## src/rtl/sscs_pkg.sv

```systemverilog
package sscs_pkg;
    typedef enum logic {
        SEL_STATUS = 1'b0,
        SEL_MASK   = 1'b1
    } reg_sel_e;

    typedef struct packed {
        logic lat;
        logic snap;
    } bit_state_t;
endpackage

```

## src/rtl/sscs_bit.sv

```systemverilog
module sscs_bit #(
    parameter bit IS_LATCHED = 1'b1
) (
    input  logic clk,
    input  logic rst_n,
    input  logic evt,
    input  logic cond,
    input  logic clr_sel,
    output logic lat_q,
    output logic snap_q,
    output logic view
);
    import sscs_pkg::*;

    generate
        if (IS_LATCHED) begin : g_lat
            bit_state_t st_d, st_q;

            always_comb begin
                st_d = st_q;
                if (clr_sel) begin
                    st_d.snap = st_q.lat | evt;
                    st_d.lat  = evt;
                end else begin
                    st_d.lat  = st_q.lat | evt;
                end
            end

            always_ff @(posedge clk) begin
                if (!rst_n) st_q <= '0;
                else        st_q <= st_d;
            end

            assign lat_q  = st_q.lat;
            assign snap_q = st_q.snap;
            assign view   = st_q.snap;
        end else begin : g_live
            assign lat_q  = 1'b0;
            assign snap_q = 1'b0;
            assign view   = cond;
        end
    endgenerate
endmodule

```

## src/rtl/sscs_irq.sv

```systemverilog
module sscs_irq #(
    parameter int W = 8
) (
    input  logic         clk,
    input  logic         rst_n,
    input  logic [W-1:0] lat,
    input  logic [W-1:0] enable,
    output logic         irq_n
);
    typedef struct packed {
        logic irq_n;
    } irq_state_t;

    irq_state_t st_d, st_q;

    always_comb begin
        st_d       = st_q;
        st_d.irq_n = ~|(lat & enable);
    end

    always_ff @(posedge clk) begin
        if (!rst_n) st_q <= '{irq_n: 1'b1};
        else        st_q <= st_d;
    end

    assign irq_n = st_q.irq_n;
endmodule

```

## src/rtl/sscs_status.sv

```systemverilog
module sscs_status #(
    parameter int          W       = 8,
    parameter logic [W-1:0] LATCHED = 8'h3F
) (
    input  logic         clk,
    input  logic         rst_n,
    input  logic [W-1:0] evt_i,
    input  logic [W-1:0] cond_i,
    input  logic         bus_wr,
    input  logic         bus_sel,
    input  logic [W-1:0] bus_wdata,
    output logic [W-1:0] bus_rdata,
    output logic         irq_n
);
    import sscs_pkg::*;

    typedef struct packed {
        logic [W-1:0] mask;
    } top_state_t;

    top_state_t   st_d, st_q;
    logic [W-1:0] clr_sel;
    logic [W-1:0] lat_vec;
    logic [W-1:0] snap_vec;
    logic [W-1:0] view_vec;
    logic [W-1:0] mask_q;

    always_comb begin
        st_d    = st_q;
        clr_sel = '0;
        if (bus_wr) begin
            if (reg_sel_e'(bus_sel) == SEL_MASK) st_d.mask = bus_wdata;
            else                                 clr_sel   = bus_wdata;
        end
    end

    always_ff @(posedge clk) begin
        if (!rst_n) st_q <= '0;
        else        st_q <= st_d;
    end

    assign mask_q = st_q.mask;

    for (genvar i = 0; i < W; i++) begin : g_bit
        sscs_bit #(.IS_LATCHED(LATCHED[i])) u_bit (
            .clk     (clk),
            .rst_n   (rst_n),
            .evt     (evt_i[i]),
            .cond    (cond_i[i]),
            .clr_sel (clr_sel[i]),
            .lat_q   (lat_vec[i]),
            .snap_q  (snap_vec[i]),
            .view    (view_vec[i])
        );
    end

    sscs_irq #(.W(W)) u_irq (
        .clk    (clk),
        .rst_n  (rst_n),
        .lat    (lat_vec),
        .enable (mask_q & LATCHED),
        .irq_n  (irq_n)
    );

    assign bus_rdata = (reg_sel_e'(bus_sel) == SEL_MASK) ? mask_q : view_vec;
endmodule

```

## config.mk

```make
export PLATFORM = sky130hd
export DESIGN_NAME = sscs_status
export DESIGN_NICKNAME = d
export VERILOG_FILES = /design/src/rtl/sscs_pkg.sv /design/src/rtl/sscs_bit.sv /design/src/rtl/sscs_irq.sv /design/src/rtl/sscs_status.sv
export SDC_FILE = /design/constraint.sdc
export NUM_CORES = 1
export LEC_CHECK = 0
export ABC_AREA = 1
export BUFFER_PORTS_ARGS = -buffer_cell sky130_fd_sc_hd__buf_4
export CORE_MARGIN = 8
export CORE_UTILIZATION = 50
export DETAILED_ROUTE_END_ITERATION = 7
export HOLD_SLACK_MARGIN = 0.02
export PLACE_DENSITY = 0.82
export REMOVE_ABC_BUFFERS = 1
export SLEW_MARGIN = 40
export SYNTH_ARGS = -nofsm -noshare
export SYNTH_HDL_FRONTEND = slang
export SYNTH_SLANG_ARGS = --single-unit
```

## constraint.sdc

```tcl
create_clock -name clk -period 1.5 [get_ports clk]
set_input_delay 0.225 -clock clk [delete_from_list [all_inputs] [get_ports clk]]
set_output_delay 0.225 -clock clk [all_outputs]
set_load 0.01 [all_outputs]
```

==> impl_metrics.ini, run 1 <==
[clock_tree]
holdBufCountCts = 0
post_cts_setup_inserts = 0
clockRootBuffer = clkbuf_4
tritoncts = yes
cts.reportedPaths.clkPinSlew_ns = 0.11
cts_sinks = 21
cts.repair.resized = 0
clkLatencyLatePin_ns = 0.30
cts.path.max_buffers = 2
htreeDepth = 1
num_cts_buffers = 3

[layout]
post_route_cells_drive_above_1_share_pct = 23.26
synthToLayoutAreaGrowth_pct = 27.19
nets = 201
final_antenna_diode_count = 0

[logic_synthesis]
post_synth_num_cell_types = 11
synth_most_common_cell = nand2_1
synth.top_cell.area_share_pct = 45.22
share_of_async_settable_or_async_resettable_flops_after_synthesis_pct = 0
number_of_synthesized_flops_with_an_enable_pin = 0
synthesis.area_um2 = 929.6
netlist_top_cells_area = dfxtp_1, nand2_1, nor2_1
synthDominantAreaCellType = dfxtp_1
postSynthAreaPerCell_um2 = 6.501
synth.ff_latch_count = 21
synth_sequential_area_ratio_pct = 45.22
netlist_instances = 143
synth_top_cells_by_count = nand2_1, nor2_1, dfxtp_1
dominantRegCellSynth = dfxtp_1
yosys_warnings = 0

[sta]
worst_slew_pin_slew_ns = 0.1776
finalMaxSlewViolations = 0
final-setup-viol-count = 0
worst_clock_skew_ns = 0.004106
min_period_over_period_pct = 81.49
timing.setup.tns_ns = 0
final.hold.worst_slack_ns = 0.1324
max_freq_ghz = 0.8181
timing_hold_violations_final = 0
min_tclk_post_route_ns = 1.222
unrepaired_setup_endpoints_after_global_routing = false
timing.slew.headroom_pct = 88.04

[drt]
routed_wirelength_um = 2211
drt_pass1_iterations = 4
routedWlPerCell_um = 11.22
vias_per_cell = 4.832
final_antenna_net_count = 0
drt_iter0_markers = 17
via_count = 952
drc_errors = 0

[power_and_ir_drop]
switching_share_pct = 26.71
p_int_mw = 0.7865
clock_power_share_pct = 25.8
power_frac_seq_pct = 56.7
worst_ir_drop_vdd_mv = 0.5489
power.combinational.fraction_pct = 17.5
totalPowerFinal_mw = 1.073
switchingPower_mw = 0.2866
total_leakage_power_nw = 0.5931
power_density_nw_per_um2 = 907.6

[critical_path]
worst-path-buf-inv = 2
worstPathRequired_ns = 1.27
worstSetupPathType = register to output port
crit_path_end_kind = output port
cell_family_contributing_the_most_delay_on_the_critical_path = flip-flops
critical_path_cell_list = inv_1 -> o21ai_0 -> buf_4
arrival_ns = 1.00
worst_setup_path_start_kind = register
slowest_delay_ns = 0.33
worstPathMaxFanout = 2
crit_slowest_cell = dfxtp_1

[die]
die_h_um = 59.12
design.die.area_um2 = 3495
chipWidth_um = 59.12
ios = 37
design.core.area_um2 = 1745
floorplan.rows = 15
initial_utilization_pct = 53.26

[global_route]
maximum_number_of_pins_on_one_net_before_global_route_repair = 19
use_met1_pct = 14.57
number_of_global_route_vias_before_repair = 913
grt_util_all_layers_pct = 13.48
gr_util_met2_pct = 23.05
global_route_wire_length_before_repair_um = 3684
number_of_antenna_violations_at_the_first_check_in_global_routing = 0
grt_use_met3_pct = 4.121
global_route.peak_usage_layer = met2
gr-total-overflow = 0

[hold_path]
worstHoldPathType = primary input to register

[run]
max_cap_violations = 0

[place]
gp_congestion = 0.7978
place.port_buffers = 28
dp.final_hpwl_um = 1687

[outcome]
run_status = finished, final reports clean
cell families (layout without fill, tap and decap cells):
family          count (synthesis)  in the layout  synth area share [%]
flops                          21             21                 45.22
buf+inv                        13             42                 5.653
simple gates                   95             95                 41.59
compound gates                 14             14                 7.537
state kept, by name, indices dropped and copies added (netlist names):
signal	cells
mask_q	8
g_bit.u_bit.lat_q	6
g_bit.u_bit.snap_q	6
u_irq.irq_n	1
metal layers:
metal  vias up  wire length, um
met4         0               37
met3         5              171
met5         -                0
met1       426              907
li1        495                -
met2        26             1095
layout by cell type (no fill, tap or decap):
cell and instances:
nor2_1 33, nand2_1 49, inv_1 8, or2_2 6, o21ai_0 10, inv_2 2, dfxtp_1 21, clkbuf_1 1
nand3_1 6, clkbuf_4 3, buf_4 28, nand2_4 1, a21oi_1 4
worst reg2reg max path, cell delays in order (launching register included):
cell and delay (ns):
dfxtp_1 0.33, or2_2 0.29, nor2_1 0.10, nor2_1 0.05
cell type report:
cell class	instances	area, um2
Multi-Input combinational cell	109	456.7
Tap cell	25	31.28
Timing Repair Buffer	28	210.2
Sequential cell	21	420.4
Fill cell	177	563.0
Inverter	10	37.54
Clock buffer	4	26.28
path summary, 6_finish.rpt:
check	from	endpoint	slack, ns	cells after the start
setup / recovery	g_bit[3].u_bit.snap_q	bus_rdata[3]	0.28	3
hold / removal	evt_i[3]	g_bit[3].u_bit.lat_q	0.13	3
setup reg to reg	g_bit[2].u_bit.lat_q	g_bit[2].u_bit.snap_q	0.65	3
hold reg to reg	mask_q[3]	mask_q[3]	0.49	2
power groups by stage:
stage          registers [mW]  logic, mW  clock network [mW]
2_1_floorplan           0.618     0.0915                   0
3_3_place_gp            0.620      0.183                   0
3_5_place_dp            0.621      0.188                   0
4_1_cts                 0.609      0.189               0.280
5_1_grt                 0.613      0.213               0.301
6_report                0.609      0.187               0.277
per-stage QoR:
step | worst slack (ns) | util [%] | instances | area, um2
floorplan | 0.6783 | - | 140 | 914.6
global placement | 0.4882 | 66.24 | 193 | 1156
detailed placement | 0.4861 | 66.24 | 193 | 1156
CTS | 0.2700 | 67.74 | 197 | 1182
global route | 0.1967 | 67.74 | 197 | 1182
finish | 0.2776 | 67.74 | 197 | 1182
(Power assumes the default switching activity.)
==> inputs of run 2 (changes only) <==
--- a/config.mk
+++ b/config.mk
@@ -5,13 +5,13 @@
 export SDC_FILE = /design/constraint.sdc
 export NUM_CORES = 1
 export LEC_CHECK = 0
-export ABC_AREA = 1
+export ABC_AREA = 0
 export BUFFER_PORTS_ARGS = -buffer_cell sky130_fd_sc_hd__buf_4
 export CORE_MARGIN = 8
-export CORE_UTILIZATION = 50
+export CORE_UTILIZATION = 42
 export DETAILED_ROUTE_END_ITERATION = 7
 export HOLD_SLACK_MARGIN = 0.02
-export PLACE_DENSITY = 0.82
+export PLACE_DENSITY = 0.73
 export REMOVE_ABC_BUFFERS = 1
 export SLEW_MARGIN = 40
 export SYNTH_ARGS = -nofsm -noshare
==> constraint.sdc (replaced) <==
create_clock -name clk -period 1.04 [get_ports clk]
set_input_delay 0.156 -clock clk [delete_from_list [all_inputs] [get_ports clk]]
set_output_delay 0.156 -clock clk [all_outputs]
set_load 0.01 [all_outputs]
==> impl_metrics.ini, run 2 <==
[logic_synthesis]
synthesis.area_um2 = 935.9
synth.top_cell.area_share_pct = 44.92
netlist_instances = 94
post_synth_num_cell_types = 15
synth_top_cells_by_count = dfxtp_1, nand2_1, nand3_1
synth.ff_latch_count = 21
number_of_synthesized_flops_with_an_enable_pin = 0
synthDominantAreaCellType = dfxtp_1
synth_most_common_cell = dfxtp_1
share_of_async_settable_or_async_resettable_flops_after_synthesis_pct = 0
synth_sequential_area_ratio_pct = 44.92
dominantRegCellSynth = dfxtp_1
netlist_top_cells_area = dfxtp_1, mux2_2, o311a_1
yosys_warnings = 0
postSynthAreaPerCell_um2 = 9.956

[global_route]
grt_use_met3_pct = 3.180
global_route_wire_length_before_repair_um = 3774
maximum_number_of_pins_on_one_net_before_global_route_repair = 23
gr_util_met2_pct = 18.95
number_of_global_route_vias_before_repair = 871
grt_util_all_layers_pct = 11.14
use_met1_pct = 12.58
number_of_antenna_violations_at_the_first_check_in_global_routing = 0
gr-total-overflow = 0
global_route.peak_usage_layer = met2

[drt]
routed_wirelength_um = 2178
via_count = 831
vias_per_cell = 5.327
routedWlPerCell_um = 13.96
drt_pass1_iterations = 4
final_antenna_net_count = 0
drt_iter0_markers = 13
drc_errors = 0

[hold_path]
hold_path_end = g_bit[4].u_bit.lat_q
timing.hold.worst_path_depth = 3
worstHoldPathType = primary input to register
hold_path.startpoint = evt_i[4]

[clock_tree]
cts.path.max_buffers = 2
cts_sinks = 21
clockRootBuffer = clkbuf_4
holdBufCountCts = 0
num_cts_buffers = 3
tritoncts = yes
clkLatencyLatePin_ns = 0.29
htreeDepth = 1
cts.reportedPaths.clkPinSlew_ns = 0.11

[critical_path]
crit_path_end_kind = output port
worstSetupPathType = register to output port
ff2ff_setup_slack_ns = 0.13
regToRegStartpoint = mask_q[2]
rr_endpoint = u_irq.irq_n
worstPathRequired_ns = 0.88
r2r_cells = 4
worstPathMaxFanout = 2
worst_setup_path_start_kind = register
setup.worst_path.start = mask_q[4]
arrival_ns = 1.02

[die]
ios = 37
floorplan.rows = 17
design.die.area_um2 = 3995
chipWidth_um = 63.21
die_h_um = 63.21
initial_utilization_pct = 43.14
design.core.area_um2 = 2170

[outcome]
failed_checks = setup timing
run_status = complete, but fails checks

[sta]
worst_slew_pin_slew_ns = 0.2668
timing.slew.headroom_pct = 82.17
min_period_over_period_pct = 113.3
worst_clock_skew_ns = 0.006035
final-setup-viol-count = 8
worst_slack_ns = -0.1387
min_tclk_post_route_ns = 1.179
finalMaxSlewViolations = 0
unrepaired_setup_endpoints_after_global_routing = true
max_freq_ghz = 0.8484
timing_hold_violations_final = 0

[layout]
finish.utilization_pct = 59.69
layout_common_cells = buf_4, dfxtp_1, nand2_1, dfxtp_2, nand3_1
largest_reg_flops = 8
final_antenna_diode_count = 0
layout.filler_cells = 205
synthToLayoutAreaGrowth_pct = 38.37
nets = 157
post_route_cells_drive_above_1_share_pct = 44.53
layout.cells.most_common = buf_4

[place]
gp_congestion = 0.7246
dp.final_hpwl_um = 1484
place.port_buffers = 28

[power_and_ir_drop]
total_leakage_power_nw = 0.5768
totalPowerFinal_mw = 1.554
worst_ir_drop_vdd_mv = 0.9761
power_density_nw_per_um2 = 1200

[run]
max_cap_violations = 0
==> run 2: changes by cell type after synthesis, sizes merged, moves of 6 or more <==
cell,delta
nand2,-40
nor2,-33
inv,-10
o21ai,-10
a21boi,+8
mux2,+8
nand2b,+6
nand3b,+6
nor2b,+6
o311a,+6
or2,-6
==> run 2: worst max path at each step <==
stage                     slack (ns)  cells past startpoint           end
final                          -0.14                      2  bus_rdata[4]
after global routing           -0.18                      2  bus_rdata[4]
after CTS                      -0.14                      2  bus_rdata[4]
after detailed placement       -0.01                      3  bus_rdata[0]
after global placement        -0.007                      3  bus_rdata[0]
after floorplan                 0.31                      1  bus_rdata[0]
==> run 2: cells by family (layout without fill, tap and decap cells) <==
group                  Yosys count  in the layout  synth area share [%]
DFF                             21             21                 44.92
AOI/OAI and AO/OA               23             23                 18.45
muxes                            8              8                 9.626
and+or+nand+nor                 37             37                 23.00
buffers and inverters            5             39                 4.011
==> run 2: critical path, stage by stage (launching register included) <==
cell and delay [ns]:
dfxtp_2 0.35, mux2_4 0.26, buf_6 0.12
==> run 2: area by class of cell <==
class,instances,area [um2],share of cell area [%]
well taps,28,35.03,2.705
flip-flops and latches,21,432.9,33.43
clock buffers,4,26.28,2.029
multi-input cells,68,508.0,39.23
repair buffers,35,292.8,22.61
==> run 2: per-layer routing <==
metal  part of all wire (%)  vias up
li1                       -      408
met5                      0        -
met2                     51       21
met1                     42      395
met3                    4.8        7
met4                    2.1        0
==> run 2: per-stage QoR <==
stage	cells	area (um2)	worst slack, ns	hold slack [ns]	TNS (ns)
after global routing	156	1295	-0.1793	0.09328	-1.373
after CTS	156	1292	-0.1384	0.09634	-1.039
after global placement	146	1151	-0.007444	0.3929	-0.01587
after floorplan	89	898.4	0.3065	0.2179	0
final	156	1295	-0.1387	0.09945	-0.9987
after detailed placement	146	1151	-0.01187	0.4024	-0.03770
==> run 2: timing repair <==
item,CTS,global route
endpoints found under the hold margin,0,0
gates resized for setup,24,2
buffers inserted,6,0
endpoints found under the setup margin,8,8
==> run 2: where the power goes <==
group | total (mW) | switching (mW) | internal [mW]
clock | 0.372 | 0.223 | 0.149
sequential | 0.880 | 0.0268 | 0.853
combinational | 0.302 | 0.124 | 0.178
==> inputs of run 3 (changes only) <==
--- a/config.mk
+++ b/config.mk
@@ -11,7 +11,7 @@
 export CORE_UTILIZATION = 42
 export DETAILED_ROUTE_END_ITERATION = 7
 export HOLD_SLACK_MARGIN = 0.02
-export PLACE_DENSITY = 0.73
+export PLACE_DENSITY_LB_ADDON = 0.15
 export REMOVE_ABC_BUFFERS = 1
 export SLEW_MARGIN = 40
 export SYNTH_ARGS = -nofsm -noshare
==> impl_metrics.ini, run 3 (same netlist as run 2, synthesis figures left out) <==
[sta]
min_period_over_period_pct = 113.2
unrepaired_setup_endpoints_after_global_routing = true
min_tclk_post_route_ns = 1.177
worst_clock_skew_ns = 0.0003461
worst_slack_ns = -0.1372
timing.slew.headroom_pct = 81.79
final-setup-viol-count = 8
finalMaxSlewViolations = 0
timing.setup.tns_ns = -1.038
max_freq_ghz = 0.8495
timing_hold_violations_final = 0
worst_slew_pin_slew_ns = 0.2732

[place]
place_inst = 146
dp.final_hpwl_um = 1458
place.port_buffers = 28
preCtsSetupSlack_ns = -0.008826
gp_congestion = 0.6948
dpl-instance-area_um2 = 1151

[drt]
drt_pass1_iterations = 4
vias_per_cell = 5.237
drt_iter0_markers = 11
final_antenna_net_count = 0
drc_errors = 0
routed_wirelength_um = 2121
routedWlPerCell_um = 13.60
via_count = 817

[power_and_ir_drop]
total_leakage_power_nw = 0.5764
power_density_nw_per_um2 = 1211
switching_share_pct = 24.67
switchingPower_mw = 0.3864
totalPowerFinal_mw = 1.566
p_int_mw = 1.180
power_frac_seq_pct = 56.2
clock_power_share_pct = 24.8
worst_ir_drop_vdd_mv = 0.9904
power.combinational.fraction_pct = 19.0

[die]
floorplan.rows = 17
design.die.area_um2 = 3995
die_h_um = 63.21
design.core.area_um2 = 2170
chipWidth_um = 63.21
initial_utilization_pct = 43.14
ios = 37

[clock_tree]
num_cts_buffers = 3
cts_sinks = 21
cts.reportedPaths.clkPinSlew_ns = 0.11
tritoncts = yes
clockRootBuffer = clkbuf_4
clkLatencyLatePin_ns = 0.30
cts.path.max_buffers = 2
htreeDepth = 1

[run]
max_cap_violations = 0

[critical_path]
worst_setup_path_start_kind = register
arrival_ns = 1.02
regToRegStartpoint = mask_q[2]
worstPathRequired_ns = 0.88
ff2ff_setup_slack_ns = 0.14
worstPathMaxFanout = 2
worstSetupPathType = register to output port
r2r_cells = 4
rr_endpoint = u_irq.irq_n
crit_path_end_kind = output port

[hold_path]
worstHoldPathType = primary input to register
timing.hold.worst_path_depth = 3
hold_path.startpoint = evt_i[2]
hold_path_end = g_bit[2].u_bit.lat_q

[global_route]
global_route.peak_usage_layer = met2
gr_util_met2_pct = 19.08
number_of_global_route_vias_before_repair = 886
number_of_antenna_violations_at_the_first_check_in_global_routing = 0
use_met1_pct = 11.58
global_route_wire_length_before_repair_um = 3691
gr-total-overflow = 0
maximum_number_of_pins_on_one_net_before_global_route_repair = 23
grt_use_met3_pct = 5.124
grt_util_all_layers_pct = 10.89

[layout]
layout_common_cells = buf_4, dfxtp_1, nand2_1
layout.filler_cells = 202
largest_reg_flops = 8
post_route_cells_drive_above_1_share_pct = 43.75
nets = 157
final_cell_count_no_fill = 156
layout.cells.most_common = buf_4
final_area_um2 = 1294
synthToLayoutAreaGrowth_pct = 38.24
final_antenna_diode_count = 0

[outcome]
run_status = complete, but fails checks
failed_checks = setup timing
-- run 3: cell type report --
| type | instances | area, um2 | share of cell area (%) |
|---|---|---|---|
| Tap cell | 28 | 35.03 | 2.708 |
| Clock buffer | 4 | 26.28 | 2.031 |
| Multi-Input combinational cell | 68 | 508.0 | 39.26 |
| Timing Repair Buffer | 35 | 292.8 | 22.63 |
| Sequential cell | 21 | 431.7 | 33.37 |
-- run 3: through the flow --
stage,utilization (%),hold WS [ns]
6_report,59.63,0.08213
5_1_grt,59.63,0.07839
4_1_cts,59.57,0.07860
3_5_place_dp,53.06,0.4009
3_3_place_gp,53.06,0.3964
2_1_floorplan,-,0.2179
-- run 3: repair_timing --
item	4_1_cts	5_1_grt
hold buffers	0	0
setup buffers	6	0
gates resized for setup	24	1
endpoints found under the setup margin	8	8
-- run 3: worst max-delay path by stage --
stage	from	to	slack (ns)	cells past startpoint
after floorplan	mask_q[0]	bus_rdata[0]	0.31	1
after global placement	bus_sel	bus_rdata[0]	-0.007	3
after detailed placement	bus_sel	bus_rdata[0]	-0.009	3
after CTS	mask_q[4]	bus_rdata[4]	-0.15	2
after global routing	g_bit[0].u_bit.snap_q	bus_rdata[0]	-0.18	2
final	g_bit[0].u_bit.snap_q	bus_rdata[0]	-0.14	2
-- run 3: critical path, cell delays in order, from the launching register on --
cell and delay (ns):
dfxtp_2 0.34, mux2_4 0.27, buf_6 0.12
-- run 3: power by group through the flow --
stage / Combinational (mW) / Clock, mW / Sequential [mW]
2_1_floorplan: 0.113 / 0 / 0.889
6_report: 0.298 / 0.388 / 0.880
3_5_place_dp: 0.253 / 0 / 0.898
3_3_place_gp: 0.249 / 0 / 0.895
5_1_grt: 0.327 / 0.438 / 0.886
4_1_cts: 0.301 / 0.401 / 0.880
-- run 3: layer usage --
layer	routed length [um]	share of wire (%)	vias up
li1	-	-	409
met1	934	44	388
met2	1072	51	18
met3	94	4.4	2
met4	20	0.94	0
met5	0	0	-
